**src/rtl/irq_entry_pkg.sv**
```systemverilog
// Package: shared constants and types for the interrupt entry controller.
// Assumes a 32-bit PSW whose control bits sit at the positions given here.
package irq_entry_pkg;
    localparam int XLEN       = 32;
    localparam int PSW_NP_BIT = 7;   // NMI-active
    localparam int PSW_EP_BIT = 6;   // exception-processing
    localparam int PSW_ID_BIT = 5;   // interrupt disable

    localparam logic [XLEN-1:0] PSW_AT_RESET = 32'h0000_0020;
    localparam logic [XLEN-1:0] NMI_TARGET   = 32'h0000_0010;

    typedef enum logic [1:0] {
        RK_RESET  = 2'd0,
        RK_NMI    = 2'd1,
        RK_MASK   = 2'd2,
        RK_RETURN = 2'd3
    } redir_kind_e;
endpackage

```
**src/rtl/irq_pend_latch.sv**
```systemverilog
// Module: pending latches, one for the NMI and one per maskable source.
// A latch sets when its request is high and clears only when its own
// source is taken. A clear-all input discards everything, including
// requests that arrive in the same cycle.
module irq_pend_latch #(
    parameter int N_MI = 6
) (
    input  logic            clk,
    input  logic            rst_n,
    input  logic            clr_all,
    input  logic            nmi_req,
    input  logic [N_MI-1:0] mi_req,
    input  logic            nmi_take,
    input  logic [N_MI-1:0] mi_take,
    output logic            nmi_pend,
    output logic [N_MI-1:0] mi_pend
);

    // Single NMI slot: new arrivals merge into it and are not counted.
    always_ff @(posedge clk) begin
        if (!rst_n || clr_all) begin
            nmi_pend <= 1'b0;
        end else begin
            nmi_pend <= (nmi_pend & ~nmi_take) | nmi_req;
        end
    end

    generate
        for (genvar g = 0; g < N_MI; g++) begin : g_src
            // Per-source latch: set on request, clear on own acceptance.
            always_ff @(posedge clk) begin
                if (!rst_n || clr_all) begin
                    mi_pend[g] <= 1'b0;
                end else begin
                    mi_pend[g] <= (mi_pend[g] & ~mi_take[g]) | mi_req[g];
                end
            end
        end
    endgenerate

endmodule

```
**src/rtl/irq_arbiter.sv**
```systemverilog
// Module: decides which pending request is accepted this cycle.
// NMI first, unless the NMI-active bit is set. Then the lowest-index
// maskable source, unless NMI-active or disable is set. Nothing is taken
// while hold is high. Also produces the vector of the maskable winner.
module irq_arbiter #(
    parameter int          N_MI    = 6,
    parameter logic [31:0] MI_BASE = 32'h80,
    parameter logic [31:0] MI_STEP = 32'h10
) (
    input  logic            nmi_pend,
    input  logic [N_MI-1:0] mi_pend,
    input  logic            np_bit,
    input  logic            id_bit,
    input  logic            hold,
    output logic            nmi_take,
    output logic            mi_any,
    output logic [N_MI-1:0] mi_take,
    output logic [31:0]     mi_vec
);
    localparam int IDX_W = (N_MI > 1) ? $clog2(N_MI) : 1;

    logic [IDX_W-1:0] win_idx;

    // Gate the NMI by its in-progress bit and the hold input.
    always_comb begin
        nmi_take = nmi_pend & ~np_bit & ~hold;
        mi_any   = (|mi_pend) & ~np_bit & ~id_bit & ~hold & ~nmi_take;
    end

    // Priority search: scanning downward leaves the lowest set index.
    always_comb begin
        win_idx = '0;
        for (int i = N_MI - 1; i >= 0; i--) begin
            if (mi_pend[i]) win_idx = IDX_W'(i);
        end
    end

    // One-hot acceptance and the vector of the winning source.
    always_comb begin
        mi_take = '0;
        if (mi_any) mi_take[win_idx] = 1'b1;
        mi_vec = MI_BASE + MI_STEP * 32'(win_idx);
    end

endmodule

```
**src/rtl/irq_ctx_regs.sv**
```systemverilog
// Module: PSW copy, cause register, save registers and the redirect
// output. Order of precedence: reset request, return, PSW load, NMI
// entry, maskable entry. Assumes the arbiter takes nothing while a
// reset, return or PSW load is present.
module irq_ctx_regs
    import irq_entry_pkg::*;
(
    input  logic            clk,
    input  logic            rst_n,
    input  logic            rst_req,
    input  logic            ret_strobe,
    input  logic            ret_sel,
    input  logic            psw_wr_en,
    input  logic [XLEN-1:0] psw_wr_data,
    input  logic [XLEN-1:0] cur_pc,
    input  logic            nmi_take,
    input  logic            mi_any,
    input  logic [XLEN-1:0] mi_vec,
    output logic            redirect,
    output logic [XLEN-1:0] redirect_pc,
    output logic [1:0]      redirect_kind,
    output logic [XLEN-1:0] psw,
    output logic [XLEN-1:0] ecr,
    output logic [XLEN-1:0] nmi_save_pc,
    output logic [XLEN-1:0] nmi_save_psw,
    output logic [XLEN-1:0] mi_save_pc,
    output logic [XLEN-1:0] mi_save_psw
);
    localparam int HALF = XLEN / 2;

    logic [XLEN-1:0] psw_nmi_entry;
    logic [XLEN-1:0] psw_mi_entry;

    // Build the PSW values written on entry.
    always_comb begin
        psw_nmi_entry             = psw;
        psw_nmi_entry[PSW_NP_BIT] = 1'b1;
        psw_nmi_entry[PSW_ID_BIT] = 1'b1;
        psw_nmi_entry[PSW_EP_BIT] = 1'b0;
        psw_mi_entry              = psw;
        psw_mi_entry[PSW_ID_BIT]  = 1'b1;
        psw_mi_entry[PSW_EP_BIT]  = 1'b0;
    end

    // Apply reset, return, PSW load or entry to the architectural state.
    always_ff @(posedge clk) begin
        if (!rst_n) begin
            redirect      <= 1'b0;
            redirect_pc   <= '0;
            redirect_kind <= RK_RESET;
            psw           <= PSW_AT_RESET;
            ecr           <= '0;
            nmi_save_pc   <= '0;
            nmi_save_psw  <= '0;
            mi_save_pc    <= '0;
            mi_save_psw   <= '0;
        end else begin
            redirect <= 1'b0;
            if (rst_req) begin
                redirect      <= 1'b1;
                redirect_pc   <= '0;
                redirect_kind <= RK_RESET;
                psw           <= PSW_AT_RESET;
                ecr           <= '0;
            end else if (ret_strobe) begin
                redirect      <= 1'b1;
                redirect_kind <= RK_RETURN;
                if (ret_sel) begin
                    redirect_pc <= nmi_save_pc;
                    psw         <= nmi_save_psw;
                end else begin
                    redirect_pc <= mi_save_pc;
                    psw         <= mi_save_psw;
                end
            end else if (psw_wr_en) begin
                psw <= psw_wr_data;
            end else if (nmi_take) begin
                redirect          <= 1'b1;
                redirect_pc       <= NMI_TARGET;
                redirect_kind     <= RK_NMI;
                nmi_save_pc       <= cur_pc;
                nmi_save_psw      <= psw;
                psw               <= psw_nmi_entry;
                ecr[XLEN-1:HALF]  <= NMI_TARGET[HALF-1:0];
            end else if (mi_any) begin
                redirect          <= 1'b1;
                redirect_pc       <= mi_vec;
                redirect_kind     <= RK_MASK;
                mi_save_pc        <= cur_pc;
                mi_save_psw       <= psw;
                psw               <= psw_mi_entry;
                ecr[HALF-1:0]     <= mi_vec[HALF-1:0];
            end
        end
    end

endmodule

```
**src/rtl/irq_entry_ctrl.sv**
```systemverilog
// Module: top of the interrupt entry controller. Latches the requests,
// arbitrates them against the PSW mask bits and updates the context
// registers. A redirect appears one edge after the request is latched.
module irq_entry_ctrl
    import irq_entry_pkg::*;
#(
    parameter int          N_MI    = 6,
    parameter logic [31:0] MI_BASE = 32'h80,
    parameter logic [31:0] MI_STEP = 32'h10
) (
    input  logic            clk,
    input  logic            rst_n,
    input  logic            rst_req,
    input  logic            nmi_req,
    input  logic [N_MI-1:0] mi_req,
    input  logic [31:0]     cur_pc,
    input  logic            ret_strobe,
    input  logic            ret_sel,
    input  logic            psw_wr_en,
    input  logic [31:0]     psw_wr_data,
    output logic            redirect,
    output logic [31:0]     redirect_pc,
    output logic [1:0]      redirect_kind,
    output logic [31:0]     psw,
    output logic [31:0]     ecr,
    output logic [31:0]     nmi_save_pc,
    output logic [31:0]     nmi_save_psw,
    output logic [31:0]     mi_save_pc,
    output logic [31:0]     mi_save_psw
);
    logic            nmi_pend;
    logic [N_MI-1:0] mi_pend;
    logic            nmi_take;
    logic            mi_any;
    logic [N_MI-1:0] mi_take;
    logic [31:0]     mi_vec;
    logic            hold;

    // Nothing is accepted while reset, return or PSW load is in progress.
    always_comb hold = rst_req | ret_strobe | psw_wr_en;

    irq_pend_latch #(.N_MI(N_MI)) u_pend (
        .clk      (clk),
        .rst_n    (rst_n),
        .clr_all  (rst_req),
        .nmi_req  (nmi_req),
        .mi_req   (mi_req),
        .nmi_take (nmi_take),
        .mi_take  (mi_take),
        .nmi_pend (nmi_pend),
        .mi_pend  (mi_pend)
    );

    irq_arbiter #(.N_MI(N_MI), .MI_BASE(MI_BASE), .MI_STEP(MI_STEP)) u_arb (
        .nmi_pend (nmi_pend),
        .mi_pend  (mi_pend),
        .np_bit   (psw[PSW_NP_BIT]),
        .id_bit   (psw[PSW_ID_BIT]),
        .hold     (hold),
        .nmi_take (nmi_take),
        .mi_any   (mi_any),
        .mi_take  (mi_take),
        .mi_vec   (mi_vec)
    );

    irq_ctx_regs u_ctx (
        .clk           (clk),
        .rst_n         (rst_n),
        .rst_req       (rst_req),
        .ret_strobe    (ret_strobe),
        .ret_sel       (ret_sel),
        .psw_wr_en     (psw_wr_en),
        .psw_wr_data   (psw_wr_data),
        .cur_pc        (cur_pc),
        .nmi_take      (nmi_take),
        .mi_any        (mi_any),
        .mi_vec        (mi_vec),
        .redirect      (redirect),
        .redirect_pc   (redirect_pc),
        .redirect_kind (redirect_kind),
        .psw           (psw),
        .ecr           (ecr),
        .nmi_save_pc   (nmi_save_pc),
        .nmi_save_psw  (nmi_save_psw),
        .mi_save_pc    (mi_save_pc),
        .mi_save_psw   (mi_save_psw)
    );

endmodule

```
**config.mk**
```make
export PLATFORM = sky130hd
export DESIGN_NAME = irq_entry_ctrl
export DESIGN_NICKNAME = d
export VERILOG_FILES = /design/src/rtl/irq_entry_pkg.sv /design/src/rtl/irq_pend_latch.sv /design/src/rtl/irq_arbiter.sv /design/src/rtl/irq_ctx_regs.sv /design/src/rtl/irq_entry_ctrl.sv
export SDC_FILE = /design/constraint.sdc
export NUM_CORES = 1
export LEC_CHECK = 0
export BUFFER_PORTS_ARGS = -buffer_cell sky130_fd_sc_hd__buf_2
export CAP_MARGIN = 0
export CORE_MARGIN = 1.5
export CORE_UTILIZATION = 36
export DETAILED_ROUTE_END_ITERATION = 10
export GPL_ROUTABILITY_DRIVEN = 0
export GPL_TIMING_DRIVEN = 0
export HOLD_SLACK_MARGIN = 0.02
export PLACE_DENSITY = 0.69
export SYNTH_ARGS = -nofsm -noshare
export SYNTH_HDL_FRONTEND = slang
export SYNTH_SLANG_ARGS = --single-unit
```
**constraint.sdc**
```tcl
create_clock -name clk -period 5.2 [get_ports clk]
set_input_delay 1.04 -clock clk [delete_from_list [all_inputs] [get_ports clk]]
set_output_delay 1.04 -clock clk [all_outputs]
set_load 0.05 [all_outputs]
```
* Yosys cells after proc, flatten, opt, wreduce, memory -nomap -nowiden
Cells that the tools add are included.
** Word-level totals
- Flip-flop bits (word level) :: 219
- Latch bits :: 0
- Memory bits (writable) :: 0
- Bits in read-only memories :: 0
- Bits of input ports :: 77
- Output and inout port bits :: 227
- Logic and storage cells :: 101
- Memories :: 0
** Cells by class
- Add/subtract/negate cells :: 1
- Multipliers :: 0
- Divide/modulo/power cells :: 0
- Order comparisons :: 2
- Eq/ne operators :: 1
- Shifts and indexed selects :: 0
- Multiplexer cells :: 28
- Bitwise logic cells :: 36
- Reduce and logical (&&, ||, !) cells :: 14
** Operators by type and width (count)
- $mux W32 :: 9
- $mux W3 :: 6
- $not A1 Y1 :: 14
- $and A1 B1 Y1 :: 13
- $add A8 B7 Y9 const A :: 1
- $or A1 B1 Y1 :: 9
- $mux W2 :: 4
- $reduce_and A4 Y1 :: 2
- $mux W7 :: 1
- $mux W1 :: 6
- $mux W6 :: 1
- $reduce_bool A3 Y1 :: 2
- $reduce_or A6 Y1 :: 1
- $reduce_and A5 Y1 :: 1
- $lt A3 B4 Y1 const B :: 1
- $reduce_bool A4 Y1 :: 1
- $demux W1 S3 :: 1
- $ge A3 B1 Y1 const B :: 1
- $reduce_and A3 Y1 :: 1
- $ne A2 B2 Y1 const B :: 1
- $reduce_and A2 Y1 :: 1
- $reduce_bool A2 Y1 :: 1
- $reduce_or A2 Y1 :: 1
- $logic_and A1 B1 Y1 :: 1
- 2 further kinds :: 2

* Longest topological paths before layout
Gate-level depths: netlist of run 1.
- Depth after elaboration :: 14
- Depth in mapped cells :: 7
- Depth with buffers taken out :: 4

* Modules after synthesis
Synthesis of run 1 repeated with hierarchy kept, for this count alone.
** Second synthesis, totals
- Cell total of the unflattened synthesis :: 1127
- Area total of the unflattened synthesis :: 10012.1 sq um
** By module, submodules not included
- irq_ctx_regs :: times used 1, cells each 1046, area each 9361.5 sq um, seq. area each 4244.1 sq um
- irq_arbiter :: times used 1, cells each 51, area each 359.1 sq um, seq. area each 0.0 sq um
- irq_pend_latch :: times used 1, cells each 29, area each 285.3 sq um, seq. area each 140.1 sq um
- irq_entry_ctrl :: times used 1, cells each 1, area each 6.3 sq um, seq. area each 0.0 sq um

* Worst setup path after synthesis of run 1
No wires, ideal clock.
- Kind :: in2reg
- From :: input port psw_wr_en
- To :: register u_pend.nmi_pend
- Setup time :: 0.128 ns
- Arrival time :: 2.367 ns
- Data required time :: 5.072 ns
- Slack :: 2.706 ns
- Stages on the path :: 7
- Buffers on the path :: 3
- Cells stage by stage :: clkbuf_1 -> nor4b_1 -> nand2_1 -> clkbuf_1 -> buf_1 -> a21oi_1 -> nor2_1
** Between the ends
- Cells in the longest elaborated chain, start to end :: 6
** Ends and longest elaborated chain
- start: declaration :: RTL line irq_entry_ctrl.sv:19 : input logic psw_wr_en,
- $or A1 B1 Y1 :: RTL line irq_entry_ctrl.sv:40 : always_comb hold = rst_req | ret_strobe | psw_wr_en;
- $not A1 Y1 :: RTL line irq_arbiter.sv:26 : nmi_take = nmi_pend & ~np_bit & ~hold;
- $and A1 B1 Y1 :: RTL line irq_arbiter.sv:26
- $not A1 Y1 (no line)
- $and A1 B1 Y1 :: RTL line irq_pend_latch.sv:24 : nmi_pend <= (nmi_pend & ~nmi_take) | nmi_req;
- $or A1 B1 Y1 :: RTL line irq_pend_latch.sv:24
- end signal: assignment :: RTL line irq_pend_latch.sv:24
- end: declaration :: RTL line irq_pend_latch.sv:15 : output logic nmi_pend,
Every way passes these cells.
A chain may end at the register's enable or synchronous reset.

* Worst setup path in the final report of run 1
- From :: input port psw_wr_en
- To :: register u_ctx.nmi_save_pc[19]
** Between the ends
- Cells in the longest elaborated chain, start to end :: 4
- Elaborated cells between the ends (all ways) :: 5
- Classes of those cells :: bitwise (4); reduce/logical (1)
** Ends and longest elaborated chain
- $or A1 B1 Y1 :: RTL line irq_entry_ctrl.sv:40
- $not A1 Y1 :: RTL line irq_arbiter.sv:26
- $and A1 B1 Y1 :: RTL line irq_arbiter.sv:26
- $reduce_and A4 Y1 (no line) *
- end signal: assignment :: RTL line irq_ctx_regs.sv:81 : nmi_save_pc <= cur_pc;
- end: declaration :: RTL line irq_ctx_regs.sv:24 : output logic [XLEN-1:0] nmi_save_pc,
Every way passes the cells marked *; elsewhere a longest branch is shown, timed or not.

==> results of run 1 <==
[registers in the layout, indices dropped and copies added (netlist names)]
signal	flops
u_ctx.redirect_pc	32
u_ctx.mi_save_pc	32
u_ctx.mi_save_psw	32
u_ctx.psw	32
u_ctx.redirect_kind	2
u_pend.nmi_pend	1
u_ctx.nmi_save_pc	32
u_ctx.ecr	5
u_ctx.nmi_save_psw	32
u_pend.mi_pend	6
u_ctx.redirect	1
[where the power goes]
group	internal, mW	total, mW	switching [mW]	leakage [nW]
registers	1.60	1.62	0.0176	1.67
logic	0.101	0.325	0.224	2.81
clock network	0.937	1.59	0.654	0.360
total	2.64	3.54	0.896	4.84
[layer usage]
layer | routed length [um] | up-vias
li1 | - | 3910
met1 | 12300 | 3725
met2 | 12900 | 277
met3 | 1810 | 49
met4 | 846 | 4
met5 | 28 | -
[metrics by stage]
step / instances / setup WS [ns] / area, um^2 / util
5_1_grt: 1623 / 2.09 / 11200 / 0.478
2_1_floorplan: 990 / 2.71 / 8720 / -
6_report: 1624 / 2.35 / 11200 / 0.478
3_5_place_dp: 1583 / 1.79 / 10500 / 0.447
4_1_cts: 1622 / 2.32 / 11200 / 0.478
3_3_place_gp: 1583 / 1.89 / 10500 / 0.447
[logic make-up (layout without fill, tap and decap cells)]
family / Yosys count / after routing / synth area share
compound gates: 250 / 250 / 0.218
buf+inv: 109 / 422 / 0.0640
flops: 207 / 207 / 0.480
mux: 65 / 65 / 0.0759
other cells: 1 / 29 / 0.000435
simple gates: 332 / 332 / 0.162
[final cells by class]
cell class / instances / area (um^2)
clock inverters: 9 / 98.8
repair buffers: 274 / 1370
clock buffers: 30 / 622
well taps: 319 / 399
diodes: 2 / 5.00
multi-input cells: 674 / 4030
flip-flops and latches: 207 / 4140
plain buffers: 105 / 537
fillers: 2319 / 12300
inverters: 4 / 15.0
[cell usage after synthesis (all sizes together) (2+ instances only)]
| library cell | number |
|---|---|
| inv | 4 |
| dfxtp | 207 |
| o2bb2ai | 28 |
| a21boi | 125 |
| mux2i | 62 |
| nor2 | 17 |
| clkbuf | 55 |
| a21oi | 14 |
| buf | 50 |
| a211oi | 61 |
| nor2b | 30 |
| o21a | 2 |
| and3 | 3 |
| nor3 | 4 |
| nand2b | 2 |
| o21ai | 8 |
| mux2 | 3 |
| nand2 | 263 |
| a31oi | 4 |
| or4 | 2 |
| or2 | 2 |
| nor4 | 4 |
[worst paths after layout]
path         depth (start not counted)  slack [ns]                     to
min                                  1        0.45   u_ctx.redirect_pc[0]
max reg2reg                          6        2.73  u_ctx.mi_save_psw[15]
max                                  8        2.35  u_ctx.nmi_save_pc[19]
min reg2reg                          1        0.45   u_ctx.redirect_pc[0]
==> results.py, run 1 <==
metrics = {
    "layout": {
        "area_growth_pct": 30.1,
        "drive_above_1_share": 0.275,
        "mostFrequentLayoutCells": "283 x buf_2, 263 x nand2_1, 207 x dfxtp_1",
        "nets": 1366,
        "final_common_cell": "buf_2",
    },
    "die": {
        "fp-row-count": 56,
        "dieArea_um2": 24900,
        "boundaryPins": 304,
        "fp.dieH_um": 158,
        "start_util": 0.368,
        "die_w_um": 158,
        "core-area_um2": 23500,
    },
    "global_route": {
        "grt_pass1_wl_um": 41400,
        "grt_pass1_vias": 7321,
        "grt_util_met2": 0.356,
        "grt_max_degree": 14,
        "grt_use_total": 0.214,
        "use_met1": 0.276,
        "use_met3": 0.0427,
        "antenna_found_initial": 3,
        "top_usage_layer": "met2",
        "gr-total-overflow": 0,
    },
    "synthesis": {
        "synth_top_area_frac": 0.480,
        "synth.avg_cell_area_um2": 8.95,
        "synthesis.area_um2": 8630,
        "synth_flop_cell": "dfxtp_1",
        "synth_area_leaders": "dfxtp_1 48%, nand2_1 11%, a21boi_0 9.8%",
        "synth_top_cell_by_area": "dfxtp_1",
        "synth_edf_count": 0,
        "ys_types": 44,
        "ys_seq_area_frac": 0.480,
        "synth_warnings": 0,
        "synthCells": 964,
        "synth-async-reset-ratio": 0,
        "ys_ff_latch": 207,
    },
    "drt": {
        "antenna_left": 0,
        "drt_pass1_iterations": 5,
        "post_drt_via_cell_ratio": 4.90,
        "drt-initial-drc-count": 355,
        "vias": 7965,
        "drt-wirelength-per-cell_um": 17.1,
        "drt_wl_total_um": 27800,
        "drc": 0,
    },
    "timing": {
        "tightest_slew_ns": 0.873,
        "finalCritPeriodShare": 0.548,
        "hold_viol_final": 0,
        "relSlewSlack": 0.418,
        "skew_ns": 0.0237,
        "fin_tns_setup_ns": 0,
        "setup-violations-final": 0,
        "period_minus_slack_ns": 2.85,
        "fmax_ghz": 0.351,
        "slew_violations": 0,
        "grt_setup_unrepaired": "no",
        "holdWs_ns": 0.455,
    },
    "setup_path": {
        "criticalPathCategory": "primary input to flip-flop",
        "cp_num_buf_inv": 4,
        "path_delay_family": "buffers and inverters",
        "path_cells": "buf_2 > clkbuf_1 > nor4b_1 > nand2_1 > clkbuf_1 > clkbuf_1 > nand2_1 > a21boi_1",
        "critPathCaptureType": "flip-flop",
        "startpoint": "psw_wr_en",
        "crit_fanout": 10,
        "cpPeakStageDelay_ns": 0.52,
        "cp_slowest_cell": "clkbuf_1",
        "r2r-start": "u_ctx.psw[5]",
        "startpoint_type": "primary input",
        "cp_data_required_time_ns": 5.63,
        "cp.arrival_ns": 3.28,
        "cpMostUsedCell": "clkbuf_1",
    },
    "outcome": {
        "status": "completed",
    },
    "power": {
        "powerDensity_nw_per_um2": 315,
        "total_power_mw": 3.54,
        "peakVddDrop_v": 0.000168,
        "power.leakage_nw": 4.84,
    },
    "clocking": {
        "clock_latency_ns": 0.52,
        "path_clk_slew_ns": 0.06,
        "cts_resized": 0,
        "postCtsSetupBuffers": 0,
        "root_buffer": "clkbuf_16",
        "cts.sinks": 207,
        "clockBufferDepth": 3,
        "cts_hold_buf": 0,
        "cts.htree.levels": 1,
        "cts_tree": "built",
        "numCtsBuffers": 23,
    },
    "place": {
        "port_buffers": 274,
        "place_hpwl_um": 20600,
    },
    "hold_path": {
        "hold_class": "flip-flop to flip-flop",
        "min_from": "u_ctx.redirect_pc[0]",
    },
    "run": {
        "drv_cap": 0,
    },
}
(Power assumes the default switching activity.)
==> run 2, diff against run 1 <==
--- a/config.mk
+++ b/config.mk
@@ -5,6 +5,7 @@
 export SDC_FILE = /design/constraint.sdc
 export NUM_CORES = 1
 export LEC_CHECK = 0
+export ABC_AREA = 1
 export BUFFER_PORTS_ARGS = -buffer_cell sky130_fd_sc_hd__buf_2
 export CAP_MARGIN = 0
 export CORE_MARGIN = 1.5
==> constraint.sdc (replaced) <==
create_clock -name clk -period 2.73 [get_ports clk]
set_input_delay 0.546 -clock clk [delete_from_list [all_inputs] [get_ports clk]]
set_output_delay 0.546 -clock clk [all_outputs]
set_load 0.05 [all_outputs]
==> run 2 against run 1 <==
Utilization is 0.095 points higher. Die area is 4.2% lower. Sequential share of layout area is 1.4 points higher. Largest cell class unchanged. Final area is 3.6% lower. Sequential cell count stayed put. Clock skew is 0.012 ns lower. Synthesized cell count is 12% higher. Total power is 94% higher. Sequential power is 93% higher. Global-route usage is 2.5 points higher. Synthesized area is 4.3% lower. Highest routed layer unchanged. Setup slack worse by 1.5 ns.
==> results.py, run 2 <==
metrics = {
    "outcome": {
        "status": "completed",
    },
    "timing": {
        "fmax_ghz": 0.540,
        "relSlewSlack": 0.524,
        "grt_setup_unrepaired": "no",
        "finalCritPeriodShare": 0.679,
        "hold_viol_final": 0,
        "tightest_slew_ns": 0.714,
        "setup-violations-final": 0,
        "slew_violations": 0,
        "fin_tns_setup_ns": 0,
        "period_minus_slack_ns": 1.85,
        "skew_ns": 0.0114,
        "holdWs_ns": 0.261,
    },
    "power": {
        "power.leakage_nw": 4.82,
        "total_power_mw": 6.86,
        "peakVddDrop_v": 0.000373,
        "powerDensity_nw_per_um2": 635,
    },
    "place": {
        "port_buffers": 275,
        "placed_cell_area_um2": 10100,
        "place_hpwl_um": 21800,
        "placed_cells": 1667,
    },
    "synthesis": {
        "synth.avg_cell_area_um2": 7.64,
        "synth_edf_count": 0,
        "synthesis.area_um2": 8260,
        "synth_top_cell_by_area": "dfxtp_1",
        "ys_types": 24,
        "synth_top_area_frac": 0.502,
        "yosys.area_share.simple": 0.142,
        "ys_top_cells_by_count": "207 x dfxtp_1, 205 x a21oi_1, 161 x o21ai_0, 160 x nand2_1, 81 x inv_1",
        "synth_xor_area_frac": 0,
        "synth-async-reset-ratio": 0,
        "ys_ff_latch": 207,
        "synth_top_family_by_area": "compound AO/OA/AOI/OAI gates",
        "synth_flop_cell": "dfxtp_1",
        "synth_most_common_cell": "dfxtp_1",
        "synth-compound-area-share": 0.248,
        "synthAdderAreaFrac": 0,
        "synth_area_leaders": "dfxtp_1 50%, a21oi_1 12%, o21ai_0 9.8%",
        "muxShareOfSynthArea": 0,
        "synthCells": 1081,
        "synth_warnings": 0,
        "ys_seq_area_frac": 0.502,
    },
    "layout": {
        "fill_cells": 2336,
        "mostFrequentLayoutCells": "284 x buf_2, 207 x dfxtp_1, 205 x a21oi_1",
        "area_growth_pct": 31.0,
        "final_common_cell": "buf_2",
        "fin_cells": 1709,
        "nets": 1484,
        "drive_above_1_share": 0.259,
        "final_area_um2": 10800,
    },
    "setup_path": {
        "cp_data_required_time_ns": 3.16,
        "r2r_setup_slack_ns": 0.89,
        "cp.arrival_ns": 2.28,
        "critPathCaptureType": "flip-flop",
        "crit_fanout": 10,
        "startpoint_type": "primary input",
        "criticalPathCategory": "primary input to flip-flop",
    },
    "drt": {
        "vias": 8672,
        "post_drt_via_cell_ratio": 5.07,
        "drt-initial-drc-count": 470,
        "antenna_left": 0,
        "drt_wl_total_um": 29700,
        "drt_pass1_iterations": 5,
        "drt-wirelength-per-cell_um": 17.4,
        "drc": 0,
    },
    "global_route": {
        "grt_use_total": 0.239,
        "grt_max_degree": 14,
        "use_met1": 0.312,
        "gr-total-overflow": 0,
        "antenna_found_initial": 2,
        "use_met3": 0.0563,
        "grt_util_met2": 0.400,
        "grt_pass1_vias": 7808,
        "top_usage_layer": "met2",
        "grt_pass1_wl_um": 45000,
    },
    "die": {
        "start_util": 0.366,
        "fp.dieH_um": 154,
        "boundaryPins": 304,
        "fp-row-count": 55,
        "dieArea_um2": 23800,
        "die_w_um": 154,
        "core-area_um2": 22600,
    },
    "clocking": {
        "cts_hold_buf": 0,
        "clockBufferDepth": 3,
        "cts_tree": "built",
        "clock_latency_ns": 0.51,
        "path_clk_slew_ns": 0.06,
        "cts.htree.levels": 1,
        "postCtsSetupBuffers": 0,
        "numCtsBuffers": 23,
        "cts_resized": 0,
        "cts.sinks": 207,
        "root_buffer": "clkbuf_16",
    },
    "hold_path": {
        "hold_class": "primary input to flip-flop",
    },
    "run": {
        "drv_cap": 0,
    },
}
[run 2: kinds of logic after synthesis]
family                 after synthesis
buffers and inverters              194
flip-flops                         207
AND/OR/NAND/NOR                    279
AO/OA/AOI/OAI                      400
other                                1
[run 2: per-stage QoR]
stage / worst slack, ns / util
floorplan: 1.07 / -
global placement: 0.381 / 0.447
detailed placement: 0.344 / 0.447
CTS: 0.850 / 0.479
global route: 0.702 / 0.479
finish: 0.877 / 0.479
[run 2: cell type report]
type                       instances  area, um^2  area share
tap                              285         357      0.0330
clock buffer                      35         681      0.0630
buffer                           109         571      0.0528
antenna                            1        2.50    0.000231
inverter                          85         319      0.0295
multi-input combinational        706        3320       0.307
timing repair buffer             275        1380       0.127
sequential                       207        4140       0.383
clock inverter                     6        42.5     0.00393
[run 2: worst max-delay path, stage by stage]
cell	delay, ns
buf_2	0.12
inv_2	0.12
nor2_1	0.56
inv_2	0.28
clkbuf_1	0.39
a31oi_1	0.26
[run 2: where the power goes]
part           internal, mW  switching [mW]
Sequential             3.08          0.0400
Clock                  1.72            1.25
Combinational         0.195           0.573
Total                  5.00            1.87
[run 2: path summary, 6_finish.rpt]
check	start	to	depth (start not counted)
setup / recovery	rst_n	u_ctx.psw[26]	6
hold / removal	mi_req[0]	u_pend.mi_pend[0]	3
setup reg to reg	u_pend.mi_pend[0]	u_ctx.ecr[6]	6
hold reg to reg	u_ctx.nmi_save_psw[7]	u_ctx.nmi_save_psw[7]	2
[run 2: routing by layer]
layer	wire length (um)	vias up
li1	-	4206
met5	13	-
met1	12800	4060
met4	545	2
met2	13900	361
met3	2470	43
